### config.mk
export PLATFORM = sky130hd
export DESIGN_NAME = i2c_mm_ctrl
export DESIGN_NICKNAME = d
export VERILOG_FILES = /design/src/rtl/i2c_mm_pkg.sv /design/src/rtl/i2c_mm_phase_timer.sv /design/src/rtl/i2c_mm_bus_watch.sv /design/src/rtl/i2c_mm_ctrl.sv
export SDC_FILE = /design/constraint.sdc
export NUM_CORES = 1
export LEC_CHECK = 0
export ABC_AREA = 0
export BUFFER_PORTS_ARGS = -buffer_cell sky130_fd_sc_hd__buf_2
export CAP_MARGIN = 20
export CORE_MARGIN = 5
export CORE_UTILIZATION = 55
export CTS_CLUSTER_SIZE = 40
export DETAILED_ROUTE_END_ITERATION = 10
export HOLD_SLACK_MARGIN = 0.08
export PLACE_DENSITY_LB_ADDON = 0.15
export SLEW_MARGIN = 0
export SYNTH_ARGS = -nofsm -noshare
export SYNTH_HDL_FRONTEND = slang
export SYNTH_SLANG_ARGS = --single-unit
### constraint.sdc
create_clock -name clk -period 3.3 [get_ports clk]
set_clock_uncertainty 0.1 [all_clocks]
set_input_delay 0.165 -clock clk [delete_from_list [all_inputs] [get_ports clk]]
set_output_delay 0.165 -clock clk [all_outputs]
set_load 0.02 [all_outputs]
### src/rtl/i2c_mm_pkg.sv
package i2c_mm_pkg;

  typedef enum logic [3:0] {
    ST_IDLE,
    ST_START,
    ST_WAIT,
    ST_BIT_LO,
    ST_BIT_HI,
    ST_ACK_LO,
    ST_ACK_HI,
    ST_STOP_LO,
    ST_STOP_HI
  } mm_state_t;

  // half-period length in system clocks for the selected rate
  function automatic int unsigned half_len(input logic fast,
                                           input int unsigned std_h,
                                           input int unsigned fast_h);
    return fast ? fast_h : std_h;
  endfunction

  // states that last a timed half-period
  function automatic logic is_timed(input mm_state_t s);
    return !(s == ST_IDLE || s == ST_WAIT);
  endfunction

endpackage

### src/rtl/i2c_mm_phase_timer.sv
module i2c_mm_phase_timer #(
  parameter int unsigned STD_HALF  = 16,
  parameter int unsigned FAST_HALF = 4,
  localparam int unsigned MAXH = (STD_HALF > FAST_HALF) ? STD_HALF : FAST_HALF,
  localparam int unsigned CW   = $clog2(MAXH + 1)
) (
  input  logic clk,
  input  logic rst_n,
  input  logic run,
  input  logic fast,
  output logic tick
);
  import i2c_mm_pkg::*;

  logic [CW-1:0] cnt_q;
  logic [CW-1:0] reload;

  assign reload = CW'(half_len(fast, STD_HALF, FAST_HALF) - 1);
  assign tick   = run && (cnt_q == '0);

  always_ff @(posedge clk or negedge rst_n) begin
    if (!rst_n)        cnt_q <= '0;
    else if (!run)     cnt_q <= reload;
    else if (tick)     cnt_q <= reload;
    else               cnt_q <= cnt_q - 1'b1;
  end

  AST_TICK_RELOAD: assert property (@(posedge clk) disable iff (!rst_n)
    (run && tick) |=> (cnt_q == $past(reload)));

endmodule

### src/rtl/i2c_mm_bus_watch.sv
module i2c_mm_bus_watch (
  input  logic clk,
  input  logic rst_n,
  input  logic scl_in,
  input  logic sda_in,
  output logic busy
);
  logic scl_q, sda_q;
  logic start_ev, stop_ev;

  assign start_ev = scl_q && scl_in && sda_q && !sda_in;
  assign stop_ev  = scl_q && scl_in && !sda_q && sda_in;

  always_ff @(posedge clk or negedge rst_n) begin
    if (!rst_n) begin
      scl_q <= 1'b1;
      sda_q <= 1'b1;
      busy  <= 1'b0;
    end else begin
      scl_q <= scl_in;
      sda_q <= sda_in;
      if (start_ev)     busy <= 1'b1;
      else if (stop_ev) busy <= 1'b0;
    end
  end

  AST_BUSY_ON_START: assert property (@(posedge clk) disable iff (!rst_n)
    start_ev |=> busy);
  AST_BUSY_OFF_STOP: assert property (@(posedge clk) disable iff (!rst_n)
    stop_ev |=> !busy);

endmodule

### src/rtl/i2c_mm_ctrl.sv
module i2c_mm_ctrl #(
  parameter int unsigned STD_HALF  = 16,
  parameter int unsigned FAST_HALF = 4,
  parameter int unsigned DW        = 8,
  localparam int unsigned BW       = $clog2(DW)
) (
  input  logic          clk,
  input  logic          rst_n,
  input  logic          cfg_fast,
  input  logic          start_req,
  input  logic          stop_req,
  input  logic          byte_go,
  input  logic          byte_dir_tx,
  input  logic [DW-1:0] tx_byte,
  input  logic          ack_out,
  input  logic          scl_in,
  input  logic          sda_in,
  output logic          scl_oe,
  output logic          sda_oe,
  output logic          is_master,
  output logic          bus_busy,
  output logic          arb_lost,
  output logic          byte_done,
  output logic          is_tx,
  output logic          start_sent,
  output logic          ack_in,
  output logic [DW-1:0] rx_byte
);
  import i2c_mm_pkg::*;

  mm_state_t     state_q;
  logic          scl_oe_q, sda_oe_q, master_q, arb_q, done_q;
  logic          tx_q, sent_q, ack_in_q, ackdrv_q;
  logic [DW-1:0] sh_q;
  logic [BW-1:0] bit_q;

  // named internal events
  logic tick, run, arb_hit, start_go, byte_take, stop_take, last_bit;

  assign run       = is_timed(state_q);
  assign start_go  = (state_q == ST_IDLE) && start_req && !bus_busy;
  assign byte_take = (state_q == ST_WAIT) && byte_go;
  assign stop_take = (state_q == ST_WAIT) && !byte_go && stop_req;
  assign last_bit  = (bit_q == '0);
  assign arb_hit   = (state_q == ST_BIT_HI) && tx_q && !sda_oe_q && scl_in && !sda_in;

  i2c_mm_phase_timer #(.STD_HALF(STD_HALF), .FAST_HALF(FAST_HALF)) u_timer (
    .clk(clk), .rst_n(rst_n), .run(run), .fast(cfg_fast), .tick(tick)
  );

  i2c_mm_bus_watch u_watch (
    .clk(clk), .rst_n(rst_n), .scl_in(scl_in), .sda_in(sda_in), .busy(bus_busy)
  );

  always_ff @(posedge clk or negedge rst_n) begin
    if (!rst_n) begin
      state_q  <= ST_IDLE;
      scl_oe_q <= 1'b0;
      sda_oe_q <= 1'b0;
      master_q <= 1'b0;
      arb_q    <= 1'b0;
      done_q   <= 1'b0;
      tx_q     <= 1'b0;
      sent_q   <= 1'b0;
      ack_in_q <= 1'b0;
      ackdrv_q <= 1'b0;
      sh_q     <= '0;
      bit_q    <= '0;
    end else begin
      done_q <= 1'b0;
      case (state_q)
        ST_IDLE: begin
          if (start_go) begin
            state_q  <= ST_START;
            sda_oe_q <= 1'b1;
            arb_q    <= 1'b0;
          end
        end
        ST_START: begin
          if (tick) begin
            state_q  <= ST_WAIT;
            scl_oe_q <= 1'b1;
            master_q <= 1'b1;
            sent_q   <= 1'b1;
          end
        end
        ST_WAIT: begin
          if (byte_take) begin
            sh_q     <= tx_byte;
            tx_q     <= byte_dir_tx;
            ackdrv_q <= ack_out;
            bit_q    <= BW'(DW - 1);
            sent_q   <= 1'b0;
            state_q  <= ST_BIT_LO;
          end else if (stop_take) begin
            state_q <= ST_STOP_LO;
          end
        end
        ST_BIT_LO: begin
          sda_oe_q <= tx_q && !sh_q[DW-1];
          if (tick) begin
            state_q  <= ST_BIT_HI;
            scl_oe_q <= 1'b0;
          end
        end
        ST_BIT_HI: begin
          if (arb_hit) begin
            state_q  <= ST_IDLE;
            scl_oe_q <= 1'b0;
            sda_oe_q <= 1'b0;
            master_q <= 1'b0;
            arb_q    <= 1'b1;
          end else if (tick) begin
            scl_oe_q <= 1'b1;
            sh_q     <= {sh_q[DW-2:0], sda_in};
            if (last_bit) begin
              state_q <= ST_ACK_LO;
            end else begin
              bit_q   <= bit_q - 1'b1;
              state_q <= ST_BIT_LO;
            end
          end
        end
        ST_ACK_LO: begin
          sda_oe_q <= !tx_q && ackdrv_q;
          if (tick) begin
            state_q  <= ST_ACK_HI;
            scl_oe_q <= 1'b0;
          end
        end
        ST_ACK_HI: begin
          if (tick) begin
            ack_in_q <= sda_in;
            done_q   <= 1'b1;
            scl_oe_q <= 1'b1;
            state_q  <= ST_WAIT;
          end
        end
        ST_STOP_LO: begin
          sda_oe_q <= 1'b1;
          if (tick) begin
            state_q  <= ST_STOP_HI;
            scl_oe_q <= 1'b0;
          end
        end
        ST_STOP_HI: begin
          if (tick) begin
            sda_oe_q <= 1'b0;
            master_q <= 1'b0;
            state_q  <= ST_IDLE;
          end
        end
        default: state_q <= ST_IDLE;
      endcase
    end
  end

  assign scl_oe     = scl_oe_q;
  assign sda_oe     = sda_oe_q;
  assign is_master  = master_q;
  assign arb_lost   = arb_q;
  assign byte_done  = done_q;
  assign is_tx      = tx_q;
  assign start_sent = sent_q;
  assign ack_in     = ack_in_q;
  assign rx_byte    = sh_q;

  AST_MASTER_AFTER_START: assert property (@(posedge clk) disable iff (!rst_n)
    $rose(master_q) |-> ($past(state_q) == ST_START));
  AST_SLAVE_ON_EXIT: assert property (@(posedge clk) disable iff (!rst_n)
    $fell(master_q) |-> (arb_q || state_q == ST_IDLE));
  AST_DONE_SINGLE: assert property (@(posedge clk) disable iff (!rst_n)
    done_q |=> !done_q);
  AST_ARB_RELEASE: assert property (@(posedge clk) disable iff (!rst_n)
    arb_hit |=> (arb_q && !master_q && !scl_oe_q && !sda_oe_q));
  AST_SDA_LOW_PHASE: assert property (@(posedge clk) disable iff (!rst_n)
    (master_q && (sda_oe_q != $past(sda_oe_q))) |-> (scl_oe_q && $past(scl_oe_q)));
  AST_DIR_HELD: assert property (@(posedge clk) disable iff (!rst_n)
    (byte_go && state_q != ST_WAIT) |=> $stable(tx_q));

endmodule

==> impl_results.html, run 1 <==
<table>
<tr><th>Metric</th><th>Value</th></tr>
<tr><th colspan="2">Status</th></tr>
<tr><td>Run status</td><td>complete, no violations</td></tr>
<tr><th colspan="2">Floorplan</th></tr>
<tr><td>Initial core utilization</td><td>57.30%</td></tr>
<tr><td>Horizontal die dimension</td><td>66.40 um</td></tr>
<tr><td>Standard-cell rows</td><td>20</td></tr>
<tr><td>Area of the placeable core</td><td>3053 sq um</td></tr>
<tr><td>Overall die area</td><td>4408 sq um</td></tr>
<tr><td>Y dimension of the die</td><td>66.40 um</td></tr>
<tr><td>Count of pins on the block boundary</td><td>35</td></tr>
<tr><th colspan="2">STA</th></tr>
<tr><td>Rel. slew slack</td><td>52.74%</td></tr>
<tr><td>Achievable frequency</td><td>0.4110 GHz</td></tr>
<tr><td>Final setup TNS</td><td>0 ns</td></tr>
<tr><td>RSZ-0062 raised after global routing</td><td>no</td></tr>
<tr><td>Period utilization</td><td>73.73%</td></tr>
<tr><td>Fin. max-slew vios</td><td>0</td></tr>
<tr><td>Worst-Margin Slew</td><td>0.7088 ns</td></tr>
<tr><td>Number of failing hold endpoints at the final stage</td><td>0</td></tr>
<tr><td>Final setup fails</td><td>0</td></tr>
<tr><td>Post-route minimum period</td><td>2.433 ns</td></tr>
<tr><th colspan="2">Finish</th></tr>
<tr><td>Number of filler cells placed in the layout</td><td>258</td></tr>
<tr><td>Commonest cells after routing, fill and taps aside</td><td>buf_2, dfrtp_1, nor2_1, a21oi_1, dlygate4sd3_1</td></tr>
<tr><td>Number of nets in the layout</td><td>243</td></tr>
<tr><td>Layout cells sized above 1</td><td>23.87%</td></tr>
<tr><td>Final Non-Filler Cells</td><td>266</td></tr>
<tr><td>Finished layout cell area</td><td>2145 sq um</td></tr>
<tr><td>Signed area change from the synthesized netlist to the final layout</td><td>22.60%</td></tr>
<tr><td>Most common cell after layout, fill and taps aside</td><td>buf_2</td></tr>
<tr><td>Antenna diode count</td><td>0</td></tr>
<tr><th colspan="2">Logic synthesis</th></tr>
<tr><td>Most area-hungry cell type in the Yosys netlist</td><td>dfrtp_1</td></tr>
<tr><td>Xor-xnor portion of the synthesized cell area</td><td>2.003%</td></tr>
<tr><td>Proportion of netlist area held by the largest area contributor</td><td>42.92%</td></tr>
<tr><td>Synthesized instance count</td><td>175</td></tr>
<tr><td>Ranking of synthesized cells by area</td><td>dfrtp_1, mux2i_1, a21oi_1, nor2_1, o21ai_0</td></tr>
<tr><td>Synthesized-area fraction occupied by adder cells</td><td>2.861%</td></tr>
<tr><td>Post-synth net total</td><td>197</td></tr>
<tr><td>Main combinational cell family by area after synthesis</td><td>simple AND/OR/NAND/NOR gates</td></tr>
<tr><td>Top flip-flop cell by instance count after synthesis</td><td>dfrtp_1</td></tr>
<tr><td>Mean cell area of the mapped netlist</td><td>9.995 sq um</td></tr>
<tr><td>Sequential area share after synthesis</td><td>45.92%</td></tr>
<tr><td>Portion of netlist area occupied by mux cells</td><td>8.226%</td></tr>
<tr><td>Simple-gate portion of the synthesized area</td><td>18.67%</td></tr>
<tr><td>Synth Area in Compound Gates</td><td>16.95%</td></tr>
<tr><td>Summed instance area of the synthesized netlist</td><td>1749 sq um</td></tr>
<tr><td>Number of enable flip-flop cells after synthesis</td><td>0</td></tr>
<tr><td>Yosys warnings</td><td>0</td></tr>
<tr><td>Synth cell types</td><td>44</td></tr>
<tr><td>Total of flip-flops plus latches after synthesis</td><td>32</td></tr>
<tr><td>Asr flop ratio synth</td><td>100.0%</td></tr>
<tr><th colspan="2">Worst setup path</th></tr>
<tr><td>Highest net fanout along the worst path</td><td>19</td></tr>
<tr><td>Critical path endpoint category</td><td>flip-flop</td></tr>
<tr><td>Cell family with most CP delay</td><td>compound AO/OA/AOI/OAI gates</td></tr>
<tr><td>Worst path bufs/invs</td><td>1</td></tr>
<tr><td>Cell with the biggest individual delay on the critical path</td><td>dfrtp_1</td></tr>
<tr><td>Worst reg-to-reg path cell count</td><td>6</td></tr>
<tr><td>Worst R2R Start</td><td>state_q[0]</td></tr>
<tr><td>Arrival time at the worst endpoint</td><td>2.59 ns</td></tr>
<tr><td>Required @ worst endpoint</td><td>3.46 ns</td></tr>
<tr><td>Critical setup path kind</td><td>flip-flop to flip-flop</td></tr>
<tr><td>Critical register-to-register path endpoint</td><td>bit_q[0]</td></tr>
<tr><td>Critical-path cell list</td><td>nor4b_4 -&gt; buf_4 -&gt; a32o_1 -&gt; a21boi_2 -&gt; nor2_1 -&gt; a21oi_1</td></tr>
<tr><td>Largest incremental delay on the critical path</td><td>0.62 ns</td></tr>
<tr><td>Startpoint kind of the worst setup timing path</td><td>flip-flop</td></tr>
<tr><td>Register-to-register path setup slack</td><td>0.87 ns</td></tr>
<tr><th colspan="2">Clock network</th></tr>
<tr><td>Clock-pin slew of the registers on the worst-case setup and hold paths</td><td>0.10 ns</td></tr>
<tr><td>Clock tree from TritonCTS</td><td>built</td></tr>
<tr><td>Level count of the clock H-tree</td><td>2</td></tr>
<tr><td>Number of buffers created by CTS</td><td>5</td></tr>
<tr><td>Maximum clock insertion buffer count</td><td>2</td></tr>
<tr><td>Clk sink count</td><td>32</td></tr>
<tr><td>Clk_lat worst skew</td><td>0.34 ns</td></tr>
<tr><td>Root buffer cell</td><td>clkbuf_4</td></tr>
<tr><th colspan="2">Worst hold path</th></tr>
<tr><td>Worst hold path startpoint</td><td>start_req</td></tr>
<tr><td>Worst Hold Depth</td><td>4</td></tr>
<tr><td>Hold WC Path Type</td><td>input port to flip-flop</td></tr>
<tr><td>Worst Hold Endpoint</td><td>arb_lost</td></tr>
<tr><th colspan="2">Place</th></tr>
<tr><td>Number of buffer cells added on primary ports</td><td>34</td></tr>
<tr><td>Cell Count Post-Placement</td><td>243</td></tr>
<tr><td>Post-placement cell area</td><td>1918 sq um</td></tr>
<tr><td>Final weighted congestion in routability-driven placement</td><td>0.8661</td></tr>
<tr><td>Placed wire-length estimate</td><td>2.754 mm</td></tr>
<tr><th colspan="2">Power</th></tr>
<tr><td>Leakage component of the power</td><td>0.9344 nW</td></tr>
<tr><td>Worst VDD drop</td><td>540.2 uV</td></tr>
<tr><td>Areal power density over the cells</td><td>853.0 nW/um^2</td></tr>
<tr><th colspan="2">Route</th></tr>
<tr><td>Overall via count from detail_route</td><td>1482</td></tr>
<tr><td>Total wire length</td><td>4.062 mm</td></tr>
<tr><td>Detailed-routing iteration count for the pre-antenna-repair pass</td><td>4</td></tr>
<tr><td>Antenna-violating nets left</td><td>0</td></tr>
<tr><td>Routed via count divided by cell count</td><td>5.571</td></tr>
<tr><td>Detailed-route wire length per cell</td><td>15.27 um</td></tr>
<tr><td>Iter 0 DRT Violations</td><td>67</td></tr>
<tr><td>Post-route DRC violation count</td><td>0</td></tr>
<tr><th colspan="2">GRT</th></tr>
<tr><td>Tot GR Track Use</td><td>21.35%</td></tr>
<tr><td>Initial antenna violation count</td><td>0</td></tr>
<tr><td>Via count of the first global-routing pass</td><td>1501</td></tr>
<tr><td>Wire length of the first global-routing pass</td><td>7.024 mm</td></tr>
<tr><td>GRT overflow</td><td>0</td></tr>
<tr><td>Largest net degree at the start of global routing</td><td>33</td></tr>
<tr><th colspan="2">Job</th></tr>
<tr><td>Maximum Capacitance Violations</td><td>0</td></tr>
</table>
-- worst reg2reg max path, delay by kind of cell (launching register included) --
family                 cells  cell delay, ns
buffers and inverters      1            0.27
flip-flops                 1            0.62
AND/OR/NAND/NOR            2            0.41
AO/OA/AOI/OAI              3            0.95
-- worst max path at each step --
stage / startpoint / end / slack (ns) / depth (start not counted)
finish: state_q[0] / bit_q[0] / 0.87 / 6
global route: state_q[0] / bit_q[0] / 0.63 / 6
CTS: state_q[0] / bit_q[0] / 0.89 / 6
detailed placement: state_q[0] / bit_q[1] / 0.93 / 6
global placement: state_q[0] / bit_q[1] / 1.01 / 6
floorplan: u_timer.cnt_q[0] / state_q[2] / 1.49 / 8
-- kinds of logic (layout without fill, tap and decap cells) --
kind of cell               Yosys count  in the layout
muxes                               14             14
and+or+nand+nor                     55             55
xor gates and xnor gates             4              4
buffers and inverters               19             66
AOI/OAI and AO/OA                   47             47
adders and majority gates            4              4
DFF                                 32             32
-- routing by layer --
metal  vias to the layer above  part of all wire, %  GRT usage [%]  wire length [um]
met5                         -                    0              0                 0
met4                         0                  2.5          9.898               102
met3                        13                  5.8          6.803               235
met2                        49                   52          35.94              2099
met1                       710                   40          24.41              1626
li1                        710                    -              -                 -
-- power breakdown --
| group | switching, W | total (W) | internal (W) | leakage (nW) |
|---|---|---|---|---|
| clock network | 0.000135 | 0.000294 | 0.000159 | 0.0422 |
| registers | 0.000197 | 0.000744 | 0.000547 | 0.363 |
| logic | 0.000456 | 0.000791 | 0.000335 | 0.529 |
| total | 0.000788 | 0.00183 | 0.00104 | 0.934 |
-- Yosys cell counts, types with 2 or more instances --
cell type,count
nor3b_1,2
xor2_1,2
o21ai_0,13
buf_2,6
nand2b_1,3
nor3_1,7
inv_1,8
nand2_1,14
o31ai_1,2
xnor2_1,2
buf_4,2
clkbuf_1,2
nor2_1,18
a21oi_1,15
dfstp_2,2
a31oi_1,4
mux2_1,2
nor4b_4,2
dfrtp_1,30
mux2i_1,11
ha_1,4
o21ai_1,2
-- per-stage QoR --
step	worst slack, ns	hold WS [ns]	utilization [%]	total power [W]
CTS	0.8950	0.09780	70.25	0.001837
global route	0.6326	0.1325	70.25	0.001984
finish	0.8669	0.1051	70.25	0.001829
floorplan	1.492	-0.2306	-	0.001325
global placement	1.005	0.1470	62.83	0.001486
detailed placement	0.9347	0.1592	62.83	0.001522
-- area by class of cell --
type	count	area (sq um)	area share (%)
multi-input combinational	124	852.1	39.73
inverter	8	30.03	1.400
tap	44	55.05	2.567
clock inverter	2	35.03	1.634
timing repair buffer	50	327.8	15.29
sequential	32	803.3	37.46
clock buffer	6	41.29	1.925
-- registers in the layout (all words and copies together), names as in the netlist, 3 cells and up --
| register | cells |
|---|---|
| u_timer.cnt_q | 5 |
| state_q | 4 |
| rx_byte | 8 |
| bit_q | 3 |
-- repair_timing --
item	CTS	global route
gates resized for setup	0	0
buffers inserted	0	0
endpoints found under the hold margin	47	0
hold buffers	15	0
Power figures use the tool's default switching activity.
==> run 2: changes to the inputs <==
Settings changed: CORE_UTILIZATION 55 to 54.
Clock period 3.3 ns to 2.5 ns, I/O delays scaled along.
==> run 2 against run 1 <==
Clock-buffer cell count grew 2. Setup slack got worse by 0.47 ns. Sequential power increased by 34%. Final cell count is 1.1% higher. Cell area is 0.82% higher. Wire length increased by 0.57%. Maximum frequency grew 15%. First-iteration DRC count is 72% higher. Worst hold slack improved by 0.026 ns. Total power increased by 31%. Die area increased by 1.6%. Non-clock buffer count up 3. Critical path type unchanged. Largest power group unchanged.
==> impl_results.html, run 2 (synthesis gave the netlist of run 1 again) <==
<table>
<tr><th>Metric</th><th>Value</th></tr>
<tr><th colspan="2">Place</th></tr>
<tr><td>Cell Count Post-Placement</td><td>245 (+0.82%)</td></tr>
<tr><td>Number of buffer cells added on primary ports</td><td>34 (unchanged)</td></tr>
<tr><td>Placed wire-length estimate</td><td>2.805 mm (+1.8%)</td></tr>
<tr><td>Final weighted congestion in routability-driven placement</td><td>0.8671 (+0.12%)</td></tr>
<tr><th colspan="2">GRT</th></tr>
<tr><td>Initial antenna violation count</td><td>0 (unchanged)</td></tr>
<tr><td>Wire length of the first global-routing pass</td><td>6.982 mm (-0.60%)</td></tr>
<tr><td>Tot GR Track Use</td><td>20.90% (-0.44 points)</td></tr>
<tr><td>Largest net degree at the start of global routing</td><td>33 (unchanged)</td></tr>
<tr><td>Via count of the first global-routing pass</td><td>1489 (-0.80%)</td></tr>
<tr><td>GRT overflow</td><td>0 (unchanged)</td></tr>
<tr><th colspan="2">Route</th></tr>
<tr><td>Total wire length</td><td>4.085 mm (+0.57%)</td></tr>
<tr><td>Met3 Routed Length</td><td>255 um (+8.5%)</td></tr>
<tr><td>Top routing layer used</td><td>met4</td></tr>
<tr><td>Detailed-routing iteration count for the pre-antenna-repair pass</td><td>4 (unchanged)</td></tr>
<tr><td>Antenna-violating nets left</td><td>0 (unchanged)</td></tr>
<tr><td>Detailed-route wire length per cell</td><td>15.19 um (-0.56%)</td></tr>
<tr><td>Routed length on met1</td><td>1.660 mm (+2.1%)</td></tr>
<tr><td>Iter 0 DRT Violations</td><td>115 (+72%)</td></tr>
<tr><td>Met2 layer wire length in the routed design</td><td>2.112 mm (+0.62%)</td></tr>
<tr><td>Post-route DRC violation count</td><td>0 (unchanged)</td></tr>
<tr><td>Overall via count from detail_route</td><td>1510 (+1.9%)</td></tr>
<tr><td>Routed via count divided by cell count</td><td>5.613 (+0.75%)</td></tr>
<tr><th colspan="2">Clock network</th></tr>
<tr><td>Maximum clock insertion buffer count</td><td>2 (unchanged)</td></tr>
<tr><td>Clk sink count</td><td>32 (unchanged)</td></tr>
<tr><td>Clock-pin slew of the registers on the worst-case setup and hold paths</td><td>0.10 ns (about the same)</td></tr>
<tr><td>Count of hold buffers inserted by post-cts repair</td><td>16 (+1)</td></tr>
<tr><td>Clk_lat worst skew</td><td>0.34 ns (about the same)</td></tr>
<tr><td>Level count of the clock H-tree</td><td>2 (unchanged)</td></tr>
<tr><td>Root buffer cell</td><td>clkbuf_4</td></tr>
<tr><td>Clock tree from TritonCTS</td><td>built</td></tr>
<tr><td>Number of buffers created by CTS</td><td>5 (unchanged)</td></tr>
<tr><td>Post-CTS Setup Repair Bufs</td><td>0 (unchanged)</td></tr>
<tr><td>Number of instances resized during post-cts repair</td><td>0 (unchanged)</td></tr>
<tr><th colspan="2">Finish</th></tr>
<tr><td>Layout cells sized above 1</td><td>24.44% (+0.57 points)</td></tr>
<tr><td>Number of flip-flops in the largest register</td><td>8 (unchanged)</td></tr>
<tr><td>Final core utilization</td><td>70.24% (about the same)</td></tr>
<tr><td>Most common cell after layout, fill and taps aside</td><td>buf_2</td></tr>
<tr><td>Number of nets in the layout</td><td>246 (+1.2%)</td></tr>
<tr><td>Signed area change from the synthesized netlist to the final layout</td><td>23.60%</td></tr>
<tr><td>Antenna diode count</td><td>0 (unchanged)</td></tr>
<tr><td>Commonest cells after routing, fill and taps aside</td><td>buf_2, dfrtp_1, nor2_1, dlygate4sd3_1, a21oi_1</td></tr>
<tr><td>Final Non-Filler Cells</td><td>269 (+1.1%)</td></tr>
<tr><td>Number of filler cells placed in the layout</td><td>256 (-0.78%)</td></tr>
<tr><th colspan="2">Floorplan</th></tr>
<tr><td>Overall die area</td><td>4478 sq um (+1.6%)</td></tr>
<tr><td>Count of pins on the block boundary</td><td>35 (unchanged)</td></tr>
<tr><td>Horizontal die dimension</td><td>66.92 um (+0.78%)</td></tr>
<tr><td>Y dimension of the die</td><td>66.92 um (+0.78%)</td></tr>
<tr><td>Initial core utilization</td><td>56.83% (-0.47 points)</td></tr>
<tr><td>Standard-cell rows</td><td>20 (unchanged)</td></tr>
<tr><td>Area of the placeable core</td><td>3078 sq um (+0.82%)</td></tr>
<tr><th colspan="2">Worst hold path</th></tr>
<tr><td>Worst hold path startpoint</td><td>stop_req</td></tr>
<tr><td>Worst Hold Endpoint</td><td>state_q[2]</td></tr>
<tr><td>Hold WC Path Type</td><td>input port to flip-flop</td></tr>
<tr><td>Worst Hold Depth</td><td>5 (+1)</td></tr>
<tr><th colspan="2">STA</th></tr>
<tr><td>Achievable frequency</td><td>0.4744 GHz (+15%)</td></tr>
<tr><td>Period utilization</td><td>84.32% (+11 points)</td></tr>
<tr><td>Final setup TNS</td><td>0 ns (unchanged)</td></tr>
<tr><td>Number of failing hold endpoints at the final stage</td><td>0 (unchanged)</td></tr>
<tr><td>Fin. max-slew vios</td><td>0 (unchanged)</td></tr>
<tr><td>Rel. slew slack</td><td>52.93% (+0.19 points)</td></tr>
<tr><td>Worst-Margin Slew</td><td>0.7060 ns (-0.002805 ns)</td></tr>
<tr><td>Post-route minimum period</td><td>2.108 ns (-0.3251 ns)</td></tr>
<tr><td>Final setup fails</td><td>0 (unchanged)</td></tr>
<tr><td>RSZ-0062 raised after global routing</td><td>no</td></tr>
<tr><th colspan="2">Job</th></tr>
<tr><td>Maximum Capacitance Violations</td><td>0 (unchanged)</td></tr>
<tr><th colspan="2">Worst setup path</th></tr>
<tr><td>Cell family with most CP delay</td><td>simple AND/OR/NAND/NOR gates</td></tr>
<tr><td>Critical register-to-register path endpoint</td><td>state_q[1]</td></tr>
<tr><td>Cell with the biggest individual delay on the critical path</td><td>or4b_1</td></tr>
<tr><td>Critical setup path kind</td><td>flip-flop to flip-flop</td></tr>
<tr><td>Required @ worst endpoint</td><td>2.67 ns (-0.79 ns)</td></tr>
<tr><td>Register-to-register path setup slack</td><td>0.39 ns (-0.47 ns)</td></tr>
<tr><td>Worst reg-to-reg path cell count</td><td>7 (+1)</td></tr>
<tr><td>Worst R2R Start</td><td>u_timer.cnt_q[0]</td></tr>
<tr><td>Critical-path cell list</td><td>inv_1 -&gt; ha_1 -&gt; or4b_1 -&gt; nand4_4 -&gt; o311a_4 -&gt; a21oi_1 -&gt; a21oi_2</td></tr>
<tr><td>Worst path bufs/invs</td><td>1 (unchanged)</td></tr>
<tr><td>Arrival time at the worst endpoint</td><td>2.28 ns (-0.31 ns)</td></tr>
<tr><td>Largest incremental delay on the critical path</td><td>0.63 ns (about the same)</td></tr>
<tr><td>Startpoint kind of the worst setup timing path</td><td>flip-flop</td></tr>
<tr><td>Highest net fanout along the worst path</td><td>7 (-12)</td></tr>
<tr><td>Critical path endpoint category</td><td>flip-flop</td></tr>
<tr><th colspan="2">Status</th></tr>
<tr><td>Run status</td><td>complete, no violations</td></tr>
<tr><th colspan="2">Power</th></tr>
<tr><td>Areal power density over the cells</td><td>1105 nW/um^2 (+30%)</td></tr>
<tr><td>Leakage component of the power</td><td>0.9456 nW (+1.2%)</td></tr>
<tr><td>Worst VDD drop</td><td>518.0 uV (-4.1%)</td></tr>
</table>
run 2: cell types whose count changed in the layout (fill, tap and decap cells not counted):
cell,before,now
buf_4,1,3
clkbuf_8,0,2
bufinv_16,1,0
clkinv_2,1,0
dlygate4sd3_1,15,16
run 2: stage by stage:
step                cell area (sq um)  hold slack (ns)  power, W  setup slack (ns)
floorplan                        1749          -0.2706  0.001750            0.6917
global placement                 1933           0.1066  0.001972            0.5428
detailed placement               1933           0.1154  0.002033            0.4312
CTS                              2162           0.1292  0.002398            0.3913
global route                     2162           0.1860  0.002574            0.2881
finish                           2162           0.1307  0.002389            0.3921
run 2: final cells by class:
| type | count | area (sq um) | area share (%) |
|---|---|---|---|
| inverters | 8 | 30.03 | 1.389 |
| well taps | 44 | 55.05 | 2.546 |
| multi-input cells | 124 | 852.1 | 39.41 |
| clock buffers | 8 | 68.82 | 3.183 |
| flip-flops and latches | 32 | 803.3 | 37.15 |
| repair buffers | 53 | 352.8 | 16.32 |
run 2: where the power goes:
part	leakage, nW	total, W	internal, W	switching, W
sequential	0.363	0.000994	0.000722	0.000272
combinational	0.544	0.00106	0.000451	0.000605
clock	0.0386	0.000337	0.000165	0.000172
total	0.946	0.00239	0.00134	0.00105
run 2: worst min-delay path, cell delays in order:
cell,delay (ns)
buf_2,0.08
o21ai_0,0.06
o21ai_0,0.10
o311ai_1,0.09
o21ai_0,0.07
run 2: routing by layer:
| layer | track usage [%] | up-vias |
|---|---|---|
| met2 | 35.15 | 53 |
| met3 | 6.239 | 7 |
| met1 | 25.43 | 729 |
| met4 | 6.835 | 0 |
| li1 | - | 721 |
| met5 | 0 | - |
run 2: worst max-delay path by stage:
stage | cells past startpoint | endpoint | slack [ns] | from
finish | 7 | state_q[1] | 0.39 | u_timer.cnt_q[0]
detailed placement | 7 | state_q[1] | 0.43 | u_timer.cnt_q[0]
global route | 7 | sda_oe | 0.29 | u_timer.cnt_q[0]
CTS | 7 | state_q[1] | 0.39 | u_timer.cnt_q[0]
global placement | 7 | state_q[1] | 0.54 | u_timer.cnt_q[0]
floorplan | 8 | state_q[2] | 0.69 | u_timer.cnt_q[0]
